==> config.mk <==
export PLATFORM = sky130hd
export DESIGN_NAME = bct_bus_timer
export DESIGN_NICKNAME = d
export VERILOG_FILES = /design/src/rtl/bct_pkg.sv /design/src/rtl/bct_zone_decode.sv /design/src/rtl/bct_timing_calc.sv /design/src/rtl/bct_zone_tracker.sv /design/src/rtl/bct_sequencer.sv /design/src/rtl/bct_bus_timer.sv
export SDC_FILE = /design/constraint.sdc
export NUM_CORES = 1
export LEC_CHECK = 0
export BUFFER_PORTS_ARGS = -buffer_cell sky130_fd_sc_hd__buf_2
export CORE_UTILIZATION = 45
export CTS_BUF_LIST = sky130_fd_sc_hd__clkbuf_4 sky130_fd_sc_hd__clkbuf_8 sky130_fd_sc_hd__clkbuf_16
export CTS_CLUSTER_SIZE = 24
export DETAILED_ROUTE_END_ITERATION = 12
export GPL_TIMING_DRIVEN = 0
export PLACE_DENSITY = 0.7
export SLEW_MARGIN = 30
export SYNTH_ARGS = -nofsm -noshare
export SYNTH_HDL_FRONTEND = slang
export SYNTH_SLANG_ARGS = --single-unit
==> constraint.sdc <==
create_clock -name clk -period 4.8 [get_ports clk]
set_input_delay 0.48 -clock clk [delete_from_list [all_inputs] [get_ports clk]]
set_output_delay 0.48 -clock clk [all_outputs]
set_load 0.005 [all_outputs]
==> src/rtl/bct_pkg.sv <==
package bct_pkg;

  typedef enum logic [2:0] {
    ZN_NONE     = 3'd0,
    ZN_FLASH    = 3'd1,
    ZN_RAM      = 3'd2,
    ZN_EEP      = 3'd3,
    ZN_PERIPH   = 3'd4,
    ZN_UNMAPPED = 3'd5
  } zone_e;

  typedef enum logic [2:0] {
    PH_READY  = 3'd0,
    PH_GAP    = 3'd1,
    PH_ACCESS = 3'd2,
    PH_WAIT   = 3'd3,
    PH_HOLD   = 3'd4
  } phase_e;

endpackage

==> src/rtl/bct_zone_decode.sv <==
module bct_zone_decode
  import bct_pkg::*;
#(
  parameter int ADDR_W        = 17,
  parameter int FLASH_LO_BASE = 'h00000,
  parameter int FLASH_LO_TOP  = 'h0BFFF,
  parameter int FLASH_HI_BASE = 'h1C000,
  parameter int FLASH_HI_TOP  = 'h1FFFF,
  parameter int RAM_BASE      = 'h0E000,
  parameter int RAM_TOP       = 'h0EFFF,
  parameter int EEP_BASE      = 'h0F000,
  parameter int EEP_TOP       = 'h0F27F,
  parameter int PER_A_BASE    = 'h0F800,
  parameter int PER_A_TOP     = 'h0FAFF,
  parameter int PER_B_BASE    = 'h0FC00,
  parameter int PER_B_TOP     = 'h0FFFF
) (
  input  logic [ADDR_W-1:0] addr_i,
  output zone_e             zone_o
);

  localparam int NUM_WIN = 6;
  localparam int AW1     = ADDR_W + 1;

  // Window table: base, top and resulting zone; earlier entries win.
  logic [AW1-1:0] win_base [NUM_WIN];
  logic [AW1-1:0] win_top  [NUM_WIN];
  zone_e          win_zone [NUM_WIN];
  logic [NUM_WIN-1:0] win_hit;

  assign win_base[0] = AW1'(FLASH_LO_BASE); assign win_top[0] = AW1'(FLASH_LO_TOP); assign win_zone[0] = ZN_FLASH;
  assign win_base[1] = AW1'(FLASH_HI_BASE); assign win_top[1] = AW1'(FLASH_HI_TOP); assign win_zone[1] = ZN_FLASH;
  assign win_base[2] = AW1'(RAM_BASE);      assign win_top[2] = AW1'(RAM_TOP);      assign win_zone[2] = ZN_RAM;
  assign win_base[3] = AW1'(EEP_BASE);      assign win_top[3] = AW1'(EEP_TOP);      assign win_zone[3] = ZN_EEP;
  assign win_base[4] = AW1'(PER_A_BASE);    assign win_top[4] = AW1'(PER_A_TOP);    assign win_zone[4] = ZN_PERIPH;
  assign win_base[5] = AW1'(PER_B_BASE);    assign win_top[5] = AW1'(PER_B_TOP);    assign win_zone[5] = ZN_PERIPH;

  for (genvar g = 0; g < NUM_WIN; g++) begin : g_win
    assign win_hit[g] = ({1'b0, addr_i} >= win_base[g]) && ({1'b0, addr_i} <= win_top[g]);
  end

  always_comb begin
    zone_o = ZN_UNMAPPED;
    for (int i = NUM_WIN - 1; i >= 0; i--) begin
      if (win_hit[i]) zone_o = win_zone[i];
    end
  end

endmodule

==> src/rtl/bct_timing_calc.sv <==
module bct_timing_calc
  import bct_pkg::*;
#(
  parameter int WAIT_W = 3,
  parameter int HOLD_W = 2,
  parameter int CNT_W  = WAIT_W + 1
) (
  input  zone_e             zone_i,
  input  logic              wr_i,
  input  logic [WAIT_W-1:0] cfg_wait_i,
  input  logic [HOLD_W-1:0] cfg_hold_i,
  input  logic              cfg_fast_rd_i,
  input  logic              cfg_post_idle_i,
  input  logic              cfg_pre_idle_i,
  input  logic              cfg_early_wr_i,
  input  logic              cfg_eep_zero_ws_i,
  input  logic              zone_diff_i,
  input  logic              prev_post_i,
  output logic [CNT_W-1:0]  wait_n_o,
  output logic [HOLD_W-1:0] hold_n_o,
  output logic [1:0]        gap_n_o,
  output logic              post_flag_o
);

  logic [CNT_W-1:0] flash_wait_base;
  logic             pre_gap;
  logic             post_gap;

  assign flash_wait_base = CNT_W'(cfg_wait_i) + CNT_W'(1);

  always_comb begin
    wait_n_o = '0;
    hold_n_o = '0;
    pre_gap  = 1'b0;
    unique case (zone_i)
      ZN_FLASH: begin
        pre_gap = cfg_pre_idle_i & zone_diff_i;
        if (cfg_fast_rd_i) begin
          wait_n_o = wr_i ? CNT_W'(1) : '0;
        end else begin
          wait_n_o = flash_wait_base + ((wr_i && cfg_early_wr_i) ? CNT_W'(1) : CNT_W'(0));
          hold_n_o = cfg_hold_i;
        end
      end
      ZN_EEP:    wait_n_o = cfg_eep_zero_ws_i ? '0 : CNT_W'(1);
      ZN_PERIPH: begin
        wait_n_o = CNT_W'(1);
        pre_gap  = 1'b1;
      end
      default: ;
    endcase
  end

  assign post_gap    = prev_post_i & zone_diff_i;
  assign gap_n_o     = {1'b0, post_gap} + {1'b0, pre_gap};
  assign post_flag_o = (zone_i == ZN_FLASH) & cfg_post_idle_i;

endmodule

==> src/rtl/bct_zone_tracker.sv <==
module bct_zone_tracker
  import bct_pkg::*;
(
  input  logic  clk,
  input  logic  rst_n,
  input  logic  accept_i,
  input  zone_e cur_zone_i,
  input  logic  cur_post_i,
  output logic  zone_diff_o,
  output logic  prev_post_o
);

  zone_e prev_zone_q, prev_zone_d;
  logic  prev_post_q, prev_post_d;

  always_comb begin
    prev_zone_d = prev_zone_q;
    prev_post_d = prev_post_q;
    if (accept_i) begin
      prev_zone_d = cur_zone_i;
      prev_post_d = cur_post_i;
    end
  end

  always_ff @(posedge clk or negedge rst_n) begin
    if (!rst_n) begin
      prev_zone_q <= ZN_NONE;
      prev_post_q <= 1'b0;
    end else begin
      prev_zone_q <= prev_zone_d;
      prev_post_q <= prev_post_d;
    end
  end

  assign zone_diff_o = (prev_zone_q != ZN_NONE) && (prev_zone_q != cur_zone_i);
  assign prev_post_o = prev_post_q;

  // an accepted access always becomes the recorded previous zone
  p_prev_tracks_r11: assert property (@(posedge clk) disable iff (!rst_n)
    accept_i |=> (prev_zone_q == $past(cur_zone_i)));

endmodule

==> src/rtl/bct_sequencer.sv <==
module bct_sequencer
  import bct_pkg::*;
#(
  parameter int HOLD_W = 2,
  parameter int CNT_W  = 4
) (
  input  logic              clk,
  input  logic              rst_n,
  input  logic              req_i,
  input  logic [1:0]        gap_n_i,
  input  logic [CNT_W-1:0]  wait_n_i,
  input  logic [HOLD_W-1:0] hold_n_i,
  output logic              accept_o,
  output logic              busy_o,
  output logic              ph_idle_o,
  output logic              ph_access_o,
  output logic              ph_wait_o,
  output logic              ph_hold_o
);

  phase_e            state_q, state_d;
  logic [CNT_W-1:0]  cnt_q, cnt_d;
  logic [CNT_W-1:0]  wait_q, wait_d;
  logic [HOLD_W-1:0] hold_q, hold_d;
  logic              load_en;

  assign accept_o = req_i && (state_q == PH_READY);
  assign load_en  = accept_o;

  always_comb begin
    wait_d = wait_q;
    hold_d = hold_q;
    if (load_en) begin
      wait_d = wait_n_i;
      hold_d = hold_n_i;
    end
  end

  always_comb begin
    state_d = state_q;
    cnt_d   = cnt_q;
    unique case (state_q)
      PH_READY: begin
        if (accept_o) begin
          if (gap_n_i != 2'd0) begin
            state_d = PH_GAP;
            cnt_d   = CNT_W'(gap_n_i) - CNT_W'(1);
          end else begin
            state_d = PH_ACCESS;
          end
        end
      end
      PH_GAP: begin
        if (cnt_q == '0) state_d = PH_ACCESS;
        else             cnt_d   = cnt_q - CNT_W'(1);
      end
      PH_ACCESS: begin
        if (wait_q != '0) begin
          state_d = PH_WAIT;
          cnt_d   = wait_q - CNT_W'(1);
        end else if (hold_q != '0) begin
          state_d = PH_HOLD;
          cnt_d   = CNT_W'(hold_q) - CNT_W'(1);
        end else begin
          state_d = PH_READY;
        end
      end
      PH_WAIT: begin
        if (cnt_q != '0) begin
          cnt_d = cnt_q - CNT_W'(1);
        end else if (hold_q != '0) begin
          state_d = PH_HOLD;
          cnt_d   = CNT_W'(hold_q) - CNT_W'(1);
        end else begin
          state_d = PH_READY;
        end
      end
      PH_HOLD: begin
        if (cnt_q == '0) state_d = PH_READY;
        else             cnt_d   = cnt_q - CNT_W'(1);
      end
      default: state_d = PH_READY;
    endcase
  end

  always_ff @(posedge clk or negedge rst_n) begin
    if (!rst_n) begin
      state_q <= PH_READY;
      cnt_q   <= '0;
      wait_q  <= '0;
      hold_q  <= '0;
    end else begin
      state_q <= state_d;
      cnt_q   <= cnt_d;
      wait_q  <= wait_d;
      hold_q  <= hold_d;
    end
  end

  assign busy_o      = (state_q != PH_READY);
  assign ph_idle_o   = (state_q == PH_GAP);
  assign ph_access_o = (state_q == PH_ACCESS);
  assign ph_wait_o   = (state_q == PH_WAIT);
  assign ph_hold_o   = (state_q == PH_HOLD);

  // an accepted request makes the controller busy on the next cycle
  p_accept_busy_r12: assert property (@(posedge clk) disable iff (!rst_n)
    (req_i && !busy_o) |=> busy_o);

  // wait cycles only follow the access cycle or another wait
  p_wait_order_r12: assert property (@(posedge clk) disable iff (!rst_n)
    ph_wait_o |-> $past(ph_access_o || ph_wait_o));

  // hold cycles never precede the access cycle
  p_hold_order_r12: assert property (@(posedge clk) disable iff (!rst_n)
    ph_hold_o |-> $past(ph_access_o || ph_wait_o || ph_hold_o));

  // one access cycle per bus cycle
  p_access_once_r12: assert property (@(posedge clk) disable iff (!rst_n)
    ph_access_o |=> !ph_access_o);

endmodule

==> src/rtl/bct_bus_timer.sv <==
module bct_bus_timer
  import bct_pkg::*;
#(
  parameter int ADDR_W = 17,
  parameter int WAIT_W = 3,
  parameter int HOLD_W = 2
) (
  input  logic              clk,
  input  logic              rst_n,
  input  logic              req_i,
  input  logic [ADDR_W-1:0] addr_i,
  input  logic              wr_i,
  input  logic [WAIT_W-1:0] cfg_wait_i,
  input  logic [HOLD_W-1:0] cfg_hold_i,
  input  logic              cfg_fast_rd_i,
  input  logic              cfg_post_idle_i,
  input  logic              cfg_pre_idle_i,
  input  logic              cfg_early_wr_i,
  input  logic              cfg_eep_zero_ws_i,
  output logic              busy_o,
  output logic              ph_idle_o,
  output logic              ph_access_o,
  output logic              ph_wait_o,
  output logic              ph_hold_o,
  output logic [2:0]        zone_o
);

  localparam int CNT_W = WAIT_W + 1;

  zone_e             dec_zone;
  zone_e             zone_q, zone_d;
  logic              zone_diff;
  logic              prev_post;
  logic              post_flag;
  logic              accept;
  logic [CNT_W-1:0]  wait_n;
  logic [HOLD_W-1:0] hold_n;
  logic [1:0]        gap_n;

  bct_zone_decode #(.ADDR_W(ADDR_W)) u_decode (
    .addr_i (addr_i),
    .zone_o (dec_zone)
  );

  bct_zone_tracker u_tracker (
    .clk         (clk),
    .rst_n       (rst_n),
    .accept_i    (accept),
    .cur_zone_i  (dec_zone),
    .cur_post_i  (post_flag),
    .zone_diff_o (zone_diff),
    .prev_post_o (prev_post)
  );

  bct_timing_calc #(.WAIT_W(WAIT_W), .HOLD_W(HOLD_W), .CNT_W(CNT_W)) u_calc (
    .zone_i            (dec_zone),
    .wr_i              (wr_i),
    .cfg_wait_i        (cfg_wait_i),
    .cfg_hold_i        (cfg_hold_i),
    .cfg_fast_rd_i     (cfg_fast_rd_i),
    .cfg_post_idle_i   (cfg_post_idle_i),
    .cfg_pre_idle_i    (cfg_pre_idle_i),
    .cfg_early_wr_i    (cfg_early_wr_i),
    .cfg_eep_zero_ws_i (cfg_eep_zero_ws_i),
    .zone_diff_i       (zone_diff),
    .prev_post_i       (prev_post),
    .wait_n_o          (wait_n),
    .hold_n_o          (hold_n),
    .gap_n_o           (gap_n),
    .post_flag_o       (post_flag)
  );

  bct_sequencer #(.HOLD_W(HOLD_W), .CNT_W(CNT_W)) u_seq (
    .clk         (clk),
    .rst_n       (rst_n),
    .req_i       (req_i),
    .gap_n_i     (gap_n),
    .wait_n_i    (wait_n),
    .hold_n_i    (hold_n),
    .accept_o    (accept),
    .busy_o      (busy_o),
    .ph_idle_o   (ph_idle_o),
    .ph_access_o (ph_access_o),
    .ph_wait_o   (ph_wait_o),
    .ph_hold_o   (ph_hold_o)
  );

  always_comb begin
    zone_d = zone_q;
    if (accept) zone_d = dec_zone;
  end

  always_ff @(posedge clk or negedge rst_n) begin
    if (!rst_n) zone_q <= ZN_NONE;
    else        zone_q <= zone_d;
  end

  assign zone_o = zone_q;

  // the reported zone does not move during one bus cycle
  p_zone_stable_r12: assert property (@(posedge clk) disable iff (!rst_n)
    (busy_o && $past(busy_o)) |-> $stable(zone_o));

  // RAM never gets wait or hold cycles
  p_ram_single_r6: assert property (@(posedge clk) disable iff (!rst_n)
    (dec_zone == ZN_RAM) |-> (wait_n == '0 && hold_n == '0));

  // data EEPROM uses at most one wait and no hold
  p_eep_bound_r7: assert property (@(posedge clk) disable iff (!rst_n)
    (dec_zone == ZN_EEP) |-> (wait_n <= CNT_W'(1) && hold_n == '0));

  // fast flash reads carry no wait and no hold
  p_fast_read_r3: assert property (@(posedge clk) disable iff (!rst_n)
    (dec_zone == ZN_FLASH && cfg_fast_rd_i && !wr_i) |-> (wait_n == '0 && hold_n == '0));

endmodule

* Word level (Yosys, flattened, before mapping) *
Cells that the tools add are included.

storage, ports and cells
  input port bits = 31
  bits in registers = 17
  output and inout bits = 8
  word-level logic and storage cells = 92

operators by class
  eq/ne operators = 14
  bitwise operators = 3
  $lt $le $gt $ge = 12
  reductions and logical operators = 21
  add/sub/neg operators = 7
  multiplexer cells = 29

operator list
  kind                    number
  $le A17 B16 Y1 const B  5
  $ge A17 B16 Y1 const B  4
  $mux W3                 10
  $mux W4                 7
  $ge A17 B1 Y1 const B   1
  $ge A17 B17 Y1 const B  1
  $le A17 B17 Y1 const B  1
  $pmux W4 S4             1
  $pmux W3 S5             1
  $pmux W4 S3             1
  $reduce_bool A4 Y1      3
  $eq A3 B2 Y1 const B    3
  $logic_and A1 B1 Y1     9
  $ne A2 B2 Y1 const B    4
  $reduce_and A4 Y1       2
  $sub A4 B1 Y4 const B   2
  $eq A3 B1 Y1 const B    2
  $eq A3 B3 Y1 const B    2
  $mux W2                 3
  $reduce_bool A3 Y1      2
  $sub A2 B1 Y3 const B   2
  $mux W1                 5
  $add A3 B1 Y4 const B   1
  $add A4 B4 Y4           1
  other kinds (9)         13

* Depth between registers and ports, before layout *
Gate-level depths: netlist of the first run.

  depth in word-level cells = 17
  mapped depth = 12
  depth with buffers taken out = 11

* Cells and area by module *
From an unflattened synthesis of the first run, not the netlist that was laid out.

second synthesis, totals
  cell total of the unflattened synthesis = 192
  area total of the unflattened synthesis = 1,625.3 um^2

modules (own cells, without submodules)
  module            sequential area each (um^2)  times used  cells each  area each (um^2)
  bct_sequencer     325.3                        1           128         1,033.5
  bct_zone_tracker  100.1                        1           22          232.7
  bct_timing_calc   0.0                          1           26          186.4
  bct_bus_timer     75.1                         1           6           108.9
  bct_zone_decode   0.0                          1           10          63.8

* Worst setup path after synthesis of the first run *
OpenSTA, ideal clock, no wires.

  kind = input port to flip-flop
  start = in addr_i[12]
  end = reg u_seq.cnt_q[1]
  data required time = 4.679 ns
  stages on the path = 12
  data arrival time = 2.522 ns
  setup slack = 2.157 ns
  path buffers = 1
  library setup time = 0.121 ns
  path through = clkbuf_1 -> o211ai_1 -> a22oi_1 -> o211a_1 -> o32ai_1 -> o311ai_0 -> ha_1 -> nor2_1 -> a32oi_1 -> o22ai_1 -> o31ai_1 -> a22o_1

on the way
  word-level cells in the longest chain between the ends = 17
  elaborated cells on any way between the ends = 39
  those cells by class = add/sub (2); order compare (12); eq/ne (4); mux (10); bitwise (2); reduce/logical (9)

RTL lines
  what                                                     RTL line                source
  start, declared                                          bct_bus_timer.sv:11     input logic [ADDR_W-1:0] addr_i,
  $ge A17 B16 Y1 / $le A17 B16 Y1 (equally long branches)  bct_zone_decode.sv:39   assign win_hit[g] = ({1'b0, addr_i} >= win_base[g]) && ({1'b0, addr_i} <= win_top[g]);
  $logic_and A1 B1 Y1                                      bct_zone_decode.sv:39
  $mux W1 (2 in a row)                                     bct_zone_decode.sv:45   if (win_hit[i]) zone_o = win_zone[i];
  $mux W3 (3 in a row)                                     bct_zone_decode.sv:45
  $mux W3 *                                                bct_zone_decode.sv:45
  $ne A3 B3 Y1                                             bct_zone_tracker.sv:35  assign zone_diff_o = (prev_zone_q != ZN_NONE) && (prev_zone_q != cur_zone_i);
  $logic_and A1 B1 Y1                                      bct_zone_tracker.sv:35
  $and A1 B1 Y1                                            bct_timing_calc.sv:37   pre_gap = cfg_pre_idle_i & zone_diff_i;
  $pmux W1 S2                                              bct_timing_calc.sv:35   unique case (zone_i)
  $add A1 B1 Y2 *                                          bct_timing_calc.sv:55   assign gap_n_o = {1'b0, post_gap} + {1'b0, pre_gap};
  $sub A2 B1 Y3                                            bct_sequencer.sv:47     cnt_d = CNT_W'(gap_n_i) - CNT_W'(1);
  $mux W4                                                  bct_sequencer.sv:45     if (gap_n_i != 2'd0) begin
  $mux W4                                                  bct_sequencer.sv:44     if (accept_o) begin
  $pmux W4 S4                                              bct_sequencer.sv:42     unique case (state_q)
  end signal, assigned                                     bct_sequencer.sv:94     cnt_q <= cnt_d;
  end, declared                                            bct_sequencer.sv:22     logic [CNT_W-1:0] cnt_q, cnt_d;

Mark *: on every way between the ends. The rest lies on a longest branch, timed or not. The select of a mux whose other input is x is not followed.
A chain may end at the register's enable or synchronous reset.

* Worst setup path after layout of the first run *
  start = in addr_i[16]
  end = reg u_seq.cnt_q[1]

Same word-level chain as after synthesis.

==> summary.md, run 1 <==
| Metric | Value |
|---|---|
| Crit start category | input pin |
| Number of top-level pins | 39 |
| CTS Buffer Depth | 2 |
| TritonCTS Buffers | 3 |
| Critical setup path kind | in -> reg |
| Cells on worst reg2reg path | 11 |
| Die span in x | 59.4 µm |
| Synth Cell Area | 1480 µm² |
| Crit path DAT | 3.00 ns |
| Setup TNS | 0 ns |
| Post-Synth Adder-Cell Area | 5.90% |
| Post-CTS Hold Fix Bufs | 0 |
| Placer Congestion | 0.891 |
| H-tree depth | 1 |
| Clock Sinks | 17 |
| Antenna fix cells | 0 |
| Routed WL per cell | 13.7 µm |
| Share of cells above drive strength 1 | 22.6% |
| Syn Nets | 221 |
| Post-synth EDFFs | 0 |
| Status | finished clean |
| Vias/cell | 5.73 |
| Max cap viols | 0 |
| Post_cts resized | 0 |
| Fmax | 355 MHz |
| VDD IR max | 0.182 mV |
| Synth Warn # | 0 |
| Detailed-router iteration count before antenna repair | 4 |
| Worst-Skew Late Latency | 0.29 ns |
| FP Rows | 20 |
| Complex-gate fraction of the synthesized area | 28.2% |
| Synth top cells by count | 26 x nand2_1, 18 x o21ai_0, 17 x dfrtp_1 |
| Ys flop type | dfrtp_1 |
| R2R setup slack | 2.14 ns |
| Final Non-Filler Cells | 261 |
| Setup violators final | 0 |
| Critical path startpoint | addr_i[16] |
| HPWL Detailed | 2770 µm |
| Worst-path clk slew | 0.11 ns |
| Avg Inst Size Synth | 8.11 µm² |
| Starting DRT DRC Count | 110 |
| Tmin final | 2.81 ns |
| Largest stage delay on the critical path | 0.38 ns |
| Postcts setup bufs | 0 |
| Post-route clock period utilization | 58.6% |
| Worst hold path class | in -> async |
| Clock Skews | 0.00249 ns |
| Netlist cell types | 53 |
| Reg-to-reg critical path startpoint | u_tracker.prev_zone_q[1]$_DFFE_PN0P_ |
| First-pass GRT wire length | 5900 µm |
| Static Leak | 0.784 nW |
| Initial antenna violation count | 0 |
| #FFs+latches synth | 17 |
| Area grow syn2layout | 15.9% |
| Synth Instances | 183 |
| Via count of the routed design | 1,495 |
| Final wirelength | 3570 µm |
| Post-route DRC | 0 |
| WP data required | 4.99 ns |
| Number of global-route vias before repair | 1,344 |
| # nets final | 256 |
| Placed cell count | 257 |
| Antenna Violating Nets Remaining | 0 |
| Die area | 3530 µm² |
| Crit path capture type | register |
| Top-count cell post-synth | nand2_1 |
| Post-synthesis simple-gate area fraction | 26.7% |
| Xor/xnor share of the synthesized area | 2.36% |
| WP buf/inv | 1 |
| R2r endpoint | u_seq.cnt_q[1]$_DFFE_PN0P_ |
| Largest family of logic cells by synthesized area | compound AO/OA/AOI/OAI gates |
| Max FO, Critical Path | 7 |
| Post-synthesis sequential area ratio | 28.7% |
| RSZ-0062 raised after global routing | no |
| Largest net degree at the start of global routing | 18 |
| Worst-Margin Slew | 0.603 ns |
| CTS tree | done |
| Pwr dens | 633 nW/µm² |
| Critical-path cell list | buf_2 > and4b_1 > nand3_1 > and3_1 > o32ai_1 > o311ai_0 > ha_1 > nor2_1 > a32oi_1 > o22ai_1 > o31ai_1 > a22o_1 |
| Number of port buffers | 30 |
| Die H | 59.4 µm |
| FFs w/ async S/R, synth | 100% |
| Largest cells by area after synthesis | dfrtp_1 29%, nand2_1 6.6%, o21ai_0 6.1%, ha_1 5.9%, nor2_1 3.8% |
| CP delay by family, top | compound AO/OA/AOI/OAI gates |
| Hold Fails Final Rpt | 0 |
| Worst slew margin | 59.3% |
| GRT Total Usage | 21.6% |
| Global route total overflow | 0 |
| Fill cells | 316 |
| Max Slew Vio Count | 0 |
| Mux share of post-synthesis cell area | 0.675% |
| Max stage delay cell, worst path | o22ai_1 |
| Core area | 3100 µm² |
| Yosys top cell by area | dfrtp_1 |
| Clock root buffer | clkbuf_4 |
| Initial Utilization | 47.8% |
| Share of the synthesized area in the top cell type | 28.7% |
-- sequential cells by signal (all words and copies together), names as in the netlist --
| register | count |
|---|---|
| u_seq.cnt_q | 4 |
| u_seq.hold_q | 2 |
| u_seq.state_q | 3 |
| u_seq.wait_q | 4 |
| u_tracker.prev_post_o | 1 |
| u_tracker.prev_zone_q | 3 |
-- worst reg2reg max path: stages (launching register included) --
cell      delay, ns
dfrtp_1        0.46
inv_1          0.10
nand4b_1       0.10
o22ai_1        0.10
o32ai_1        0.27
o311ai_0       0.26
ha_1           0.33
nor2_1         0.11
a32oi_1        0.06
o22ai_1        0.38
o31ai_1        0.15
a22o_1         0.25
-- routing by layer --
layer	share of wire, %	vias up	GRT usage (%)
li1	-	746	-
met3	3.8	2	1.97
met4	0.34	0	4.76
met1	45	708	27.3
met2	51	39	39.5
met5	0	-	0
-- layout by cell type (no fill, tap or decap), types with 3 or more instances in the layout --
master / instances
buf_2: 32
nand2_1: 26
o21ai_0: 18
dfrtp_1: 17
nor2_1: 15
inv_1: 11
a21oi_1: 8
nor3_1: 7
ha_1: 7
a22o_1: 4
clkbuf_4: 4
clkbuf_1: 3
o22ai_1: 3
nand3_1: 3
buf_6: 3
a31oi_1: 3
o31ai_1: 3
o221ai_1: 3
-- per-stage QoR --
step                power (mW)  instance area (µm²)  util, %  setup slack [ns]  hold slack (ns)
floorplan                0.825                 1480        -              2.16            0.184
global placement         0.973                 1690     54.4              1.72            0.424
detailed placement        1.00                 1690     54.4              1.69            0.432
CTS                       1.09                 1720     55.4              2.01            0.106
global route              1.18                 1720     55.4              1.80            0.122
finish                    1.09                 1720     55.4              1.99           0.0944
-- final cells by class --
| type | instances | area [µm²] | area share (%) |
|---|---|---|---|
| Inverter | 11 | 41.3 | 2.40 |
| Timing Repair Buffer | 30 | 150 | 8.73 |
| Multi-Input combinational cell | 146 | 948 | 55.2 |
| Sequential cell | 17 | 425 | 24.7 |
| Buffer | 9 | 68.8 | 4.00 |
| Clock buffer | 4 | 30.0 | 1.75 |
| Tap cell | 44 | 55.1 | 3.20 |
-- how the worst max path moves through the flow --
| stage | slack, ns | endpoint | cells after the start |
|---|---|---|---|
| after floorplan | 2.16 | u_seq.cnt_q[1]$_DFFE_PN0P_ | 12 |
| after detailed placement | 1.69 | u_seq.cnt_q[1]$_DFFE_PN0P_ | 12 |
| after CTS | 2.01 | u_seq.cnt_q[1]$_DFFE_PN0P_ | 12 |
| after global placement | 1.72 | u_seq.cnt_q[1]$_DFFE_PN0P_ | 12 |
| after global routing | 1.80 | u_seq.cnt_q[1]$_DFFE_PN0P_ | 12 |
| final | 1.99 | u_seq.cnt_q[1]$_DFFE_PN0P_ | 12 |
-- cells by family after synthesis --
family | Yosys count
AOI/OAI and AO/OA | 61
xor gates and xnor gates | 4
adders and majority gates | 7
buffers and inverters | 20
DFF | 17
muxes | 1
and+or+nand+nor | 73
-- power by group --
group | internal, mW | switching (mW)
Combinational | 0.327 | 0.380
Sequential | 0.212 | 0.0844
Clock | 0.0379 | 0.0479
Total | 0.577 | 0.512
Power figures use the tool's default switching activity.
==> run 2, diff against run 1 <==
==> constraint.sdc (replaced) <==
create_clock -name clk -period 2.9 [get_ports clk]
set_input_delay 0.29 -clock clk [delete_from_list [all_inputs] [get_ports clk]]
set_output_delay 0.29 -clock clk [all_outputs]
set_load 0.005 [all_outputs]
==> summary.md, run 2 (same netlist as run 1, synthesis figures left out) <==
| Metric | Value |
|---|---|
| Status | finished clean (unchanged) |
| M2 GR Usage | 39.5% (unchanged) |
| WP buf/inv | 1 (unchanged) |
| Antenna Violating Nets Remaining | 0 (unchanged) |
| Critical setup path kind | reg -> reg (was in -> reg) |
| Max cap viols | 0 (unchanged) |
| WP data required | 3.09 ns (was 4.99 ns) |
| Die span in x | 59.4 µm (unchanged) |
| Antenna fix cells | 0 (unchanged) |
| Hold Path Depth | 3 |
| Initial Utilization | 47.8% (unchanged) |
| WHS Endpoint | u_seq.hold_q[1]$_DFFE_PN0P_ |
| Via count of the routed design | 1,489 (was 1,495) |
| Busiest grt layer | met2 (unchanged) |
| Hold Fails Final Rpt | 0 (unchanged) |
| Die H | 59.4 µm (unchanged) |
| RSZ-0062 raised after global routing | no (unchanged) |
| WHS | 0.228 ns (was 0.0944 ns) |
| Final wirelength | 3570 µm (about the same) |
| Pwr dens | 1040 nW/µm² (was 633 nW/µm²) |
| Max FO, Critical Path | 7 (unchanged) |
| Initial antenna violation count | 0 (unchanged) |
| Die area | 3530 µm² (unchanged) |
| Post-CTS Hold Fix Bufs | 1 (was 0) |
| Global route total overflow | 0 (unchanged) |
| Worst slew margin | 59.4% (was 59.3%) |
| Largest stage delay on the critical path | 0.45 ns (was 0.38 ns) |
| GRT met1 Usage | 27.3% (unchanged) |
| R2R setup slack | 0.24 ns (was 2.14 ns) |
| Post_cts resized | 0 (unchanged) |
| CTS tree | done (unchanged) |
| Min-delay src | cfg_hold_i[1] |
| Crit start category | register (was input pin) |
| Tmin final | 2.66 ns |
| Placer Congestion | 0.891 (unchanged) |
| Crit-path most repeated cell | o22ai_1 |
| Post-route DRC | 0 (unchanged) |
| Number of port buffers | 30 (unchanged) |
| Clock Skews | 0.00259 ns (was 0.00249 ns) |
| Cells on worst reg2reg path | 11 (unchanged) |
| GRT Total Usage | 21.6% (unchanged) |
| WP depth | 11 (was 12) |
| CTS Buffer Depth | 2 (unchanged) |
| Critical-path cell list | inv_1 > nand4b_1 > o22ai_1 > o32ai_1 > o311ai_0 > ha_1 > nor2_1 > a32oi_1 > o22ai_1 > o31ai_1 > a22o_1 (was buf_2 > and4b_1 > nand3_1 > and3_1 > o32ai_1 > o311ai_0 > ha_1 > nor2_1 > a32oi_1 > o22ai_1 > o31ai_1 > a22o_1) |
| Worst-path clk slew | 0.11 ns (about the same) |
| R2r endpoint | u_seq.cnt_q[1]$_DFFE_PN0P_ (unchanged) |
| H-tree depth | 1 (unchanged) |
| HPWL Detailed | 2770 µm (unchanged) |
| Max Slew Vio Count | 0 (unchanged) |
| Pwr Total | 1.80 mW (was 1.09 mW) |
| Placed cell count | 257 (unchanged) |
| Crit path DAT | 2.85 ns (was 3.00 ns) |
| Post-route clock period utilization | 91.8% |
| Core area | 3100 µm² (unchanged) |
| CP delay by family, top | compound AO/OA/AOI/OAI gates (unchanged) |
| Number of global-route vias before repair | 1,344 (unchanged) |
| Fmax | 376 MHz |
| Met3 GRT Util | 1.97% (unchanged) |
| Worst hold path class | in -> reg (was in -> async) |
| Worst-Skew Late Latency | 0.29 ns (about the same) |
| Reg-to-reg critical path startpoint | u_tracker.prev_zone_q[1]$_DFFE_PN0P_ (unchanged) |
| FP Rows | 20 (unchanged) |
| Clock Sinks | 17 (unchanged) |
| Crit path capture type | register (unchanged) |
| Detailed-router iteration count before antenna repair | 4 (unchanged) |
| Setup TNS | 0 ns (unchanged) |
| Util after Layout | 55.7% (was 55.4%) |
| TritonCTS Buffers | 3 (unchanged) |
| Setup violators final | 0 (unchanged) |
| Biggest regs | u_seq.cnt_q (4), u_seq.wait_q (4) (unchanged) |
| Max stage delay cell, worst path | dfrtp_1 (was o22ai_1) |
| Commonest non-fill, non-tap cell in the layout | buf_2 (unchanged) |
| Postcts setup bufs | 0 (unchanged) |
| Largest net degree at the start of global routing | 18 (unchanged) |
| Area grow syn2layout | 16.5% (was 15.9%) |
| Final Non-Filler Cells | 262 (was 261) |
| Static Leak | 0.788 nW (was 0.784 nW) |
| Clock root buffer | clkbuf_4 (unchanged) |
| Most frequent cells in the layout | 32 x buf_2, 26 x nand2_1, 18 x o21ai_0 (unchanged) |
| # nets final | 257 (was 256) |
| Worst-Margin Slew | 0.602 ns (was 0.603 ns) |
| Vias/cell | 5.68 (was 5.73) |
| Share of cells above drive strength 1 | 22.5% (was 22.6%) |
| Number of top-level pins | 39 (unchanged) |
| Routed WL per cell | 13.6 µm (was 13.7 µm) |
| VDD IR max | 0.302 mV (was 0.182 mV) |
| Starting DRT DRC Count | 128 (was 110) |
| First-pass GRT wire length | 5900 µm (unchanged) |
run 2: cell types whose count changed in the layout (fill, tap and decap cells not counted):
cell,delta
dlygate4sd3_1,+1
run 2: tightest hold or removal path: cells and delay by family:
family / cells / cell delay [ns]
AOI/OAI and AO/OA: 1 / 0.06
buffers and inverters: 1 / 0.10
and+or+nand+nor: 1 / 0.04
run 2: stage by stage:
stage	instance area, µm²	setup slack, ns
after floorplan	1480	0.447
after global placement	1690	0.0133
after detailed placement	1690	-0.0170
after CTS	1730	0.238
after global routing	1730	0.0260
final	1730	0.239
run 2: final cells by class:
| cell class | instances | area, µm² |
|---|---|---|
| Timing Repair Buffer | 31 | 160 |
| Fill cell | 317 | 1370 |
| Buffer | 9 | 68.8 |
| Sequential cell | 17 | 425 |
| Tap cell | 44 | 55.1 |
| Multi-Input combinational cell | 146 | 948 |
| Clock buffer | 4 | 30.0 |
| Inverter | 11 | 41.3 |
run 2: worst max-delay path by stage:
stage                                               from                    endpoint  slack [ns]
floorplan                                     addr_i[12]  u_seq.cnt_q[1]$_DFFE_PN0P_        0.45
detailed placement                            addr_i[16]  u_seq.cnt_q[1]$_DFFE_PN0P_       -0.02
finish              u_tracker.prev_zone_q[1]$_DFFE_PN0P_  u_seq.cnt_q[1]$_DFFE_PN0P_        0.24
global route        u_tracker.prev_zone_q[1]$_DFFE_PN0P_  u_seq.cnt_q[1]$_DFFE_PN0P_        0.03
global placement                              addr_i[16]  u_seq.cnt_q[1]$_DFFE_PN0P_        0.01
CTS                 u_tracker.prev_zone_q[1]$_DFFE_PN0P_  u_seq.cnt_q[1]$_DFFE_PN0P_        0.24
run 2: report_power, final:
group	switching [mW]	internal (mW)	leakage, nW	total [mW]
Combinational	0.629	0.542	0.554	1.17
Clock	0.0793	0.0628	0.0184	0.142
Sequential	0.139	0.350	0.216	0.490
run 2: per-layer routing:
layer	routed length [µm]	share of wire [%]
met1	1600	45
met2	1830	51
met3	128	3.6
met4	12	0.34
met5	0	0
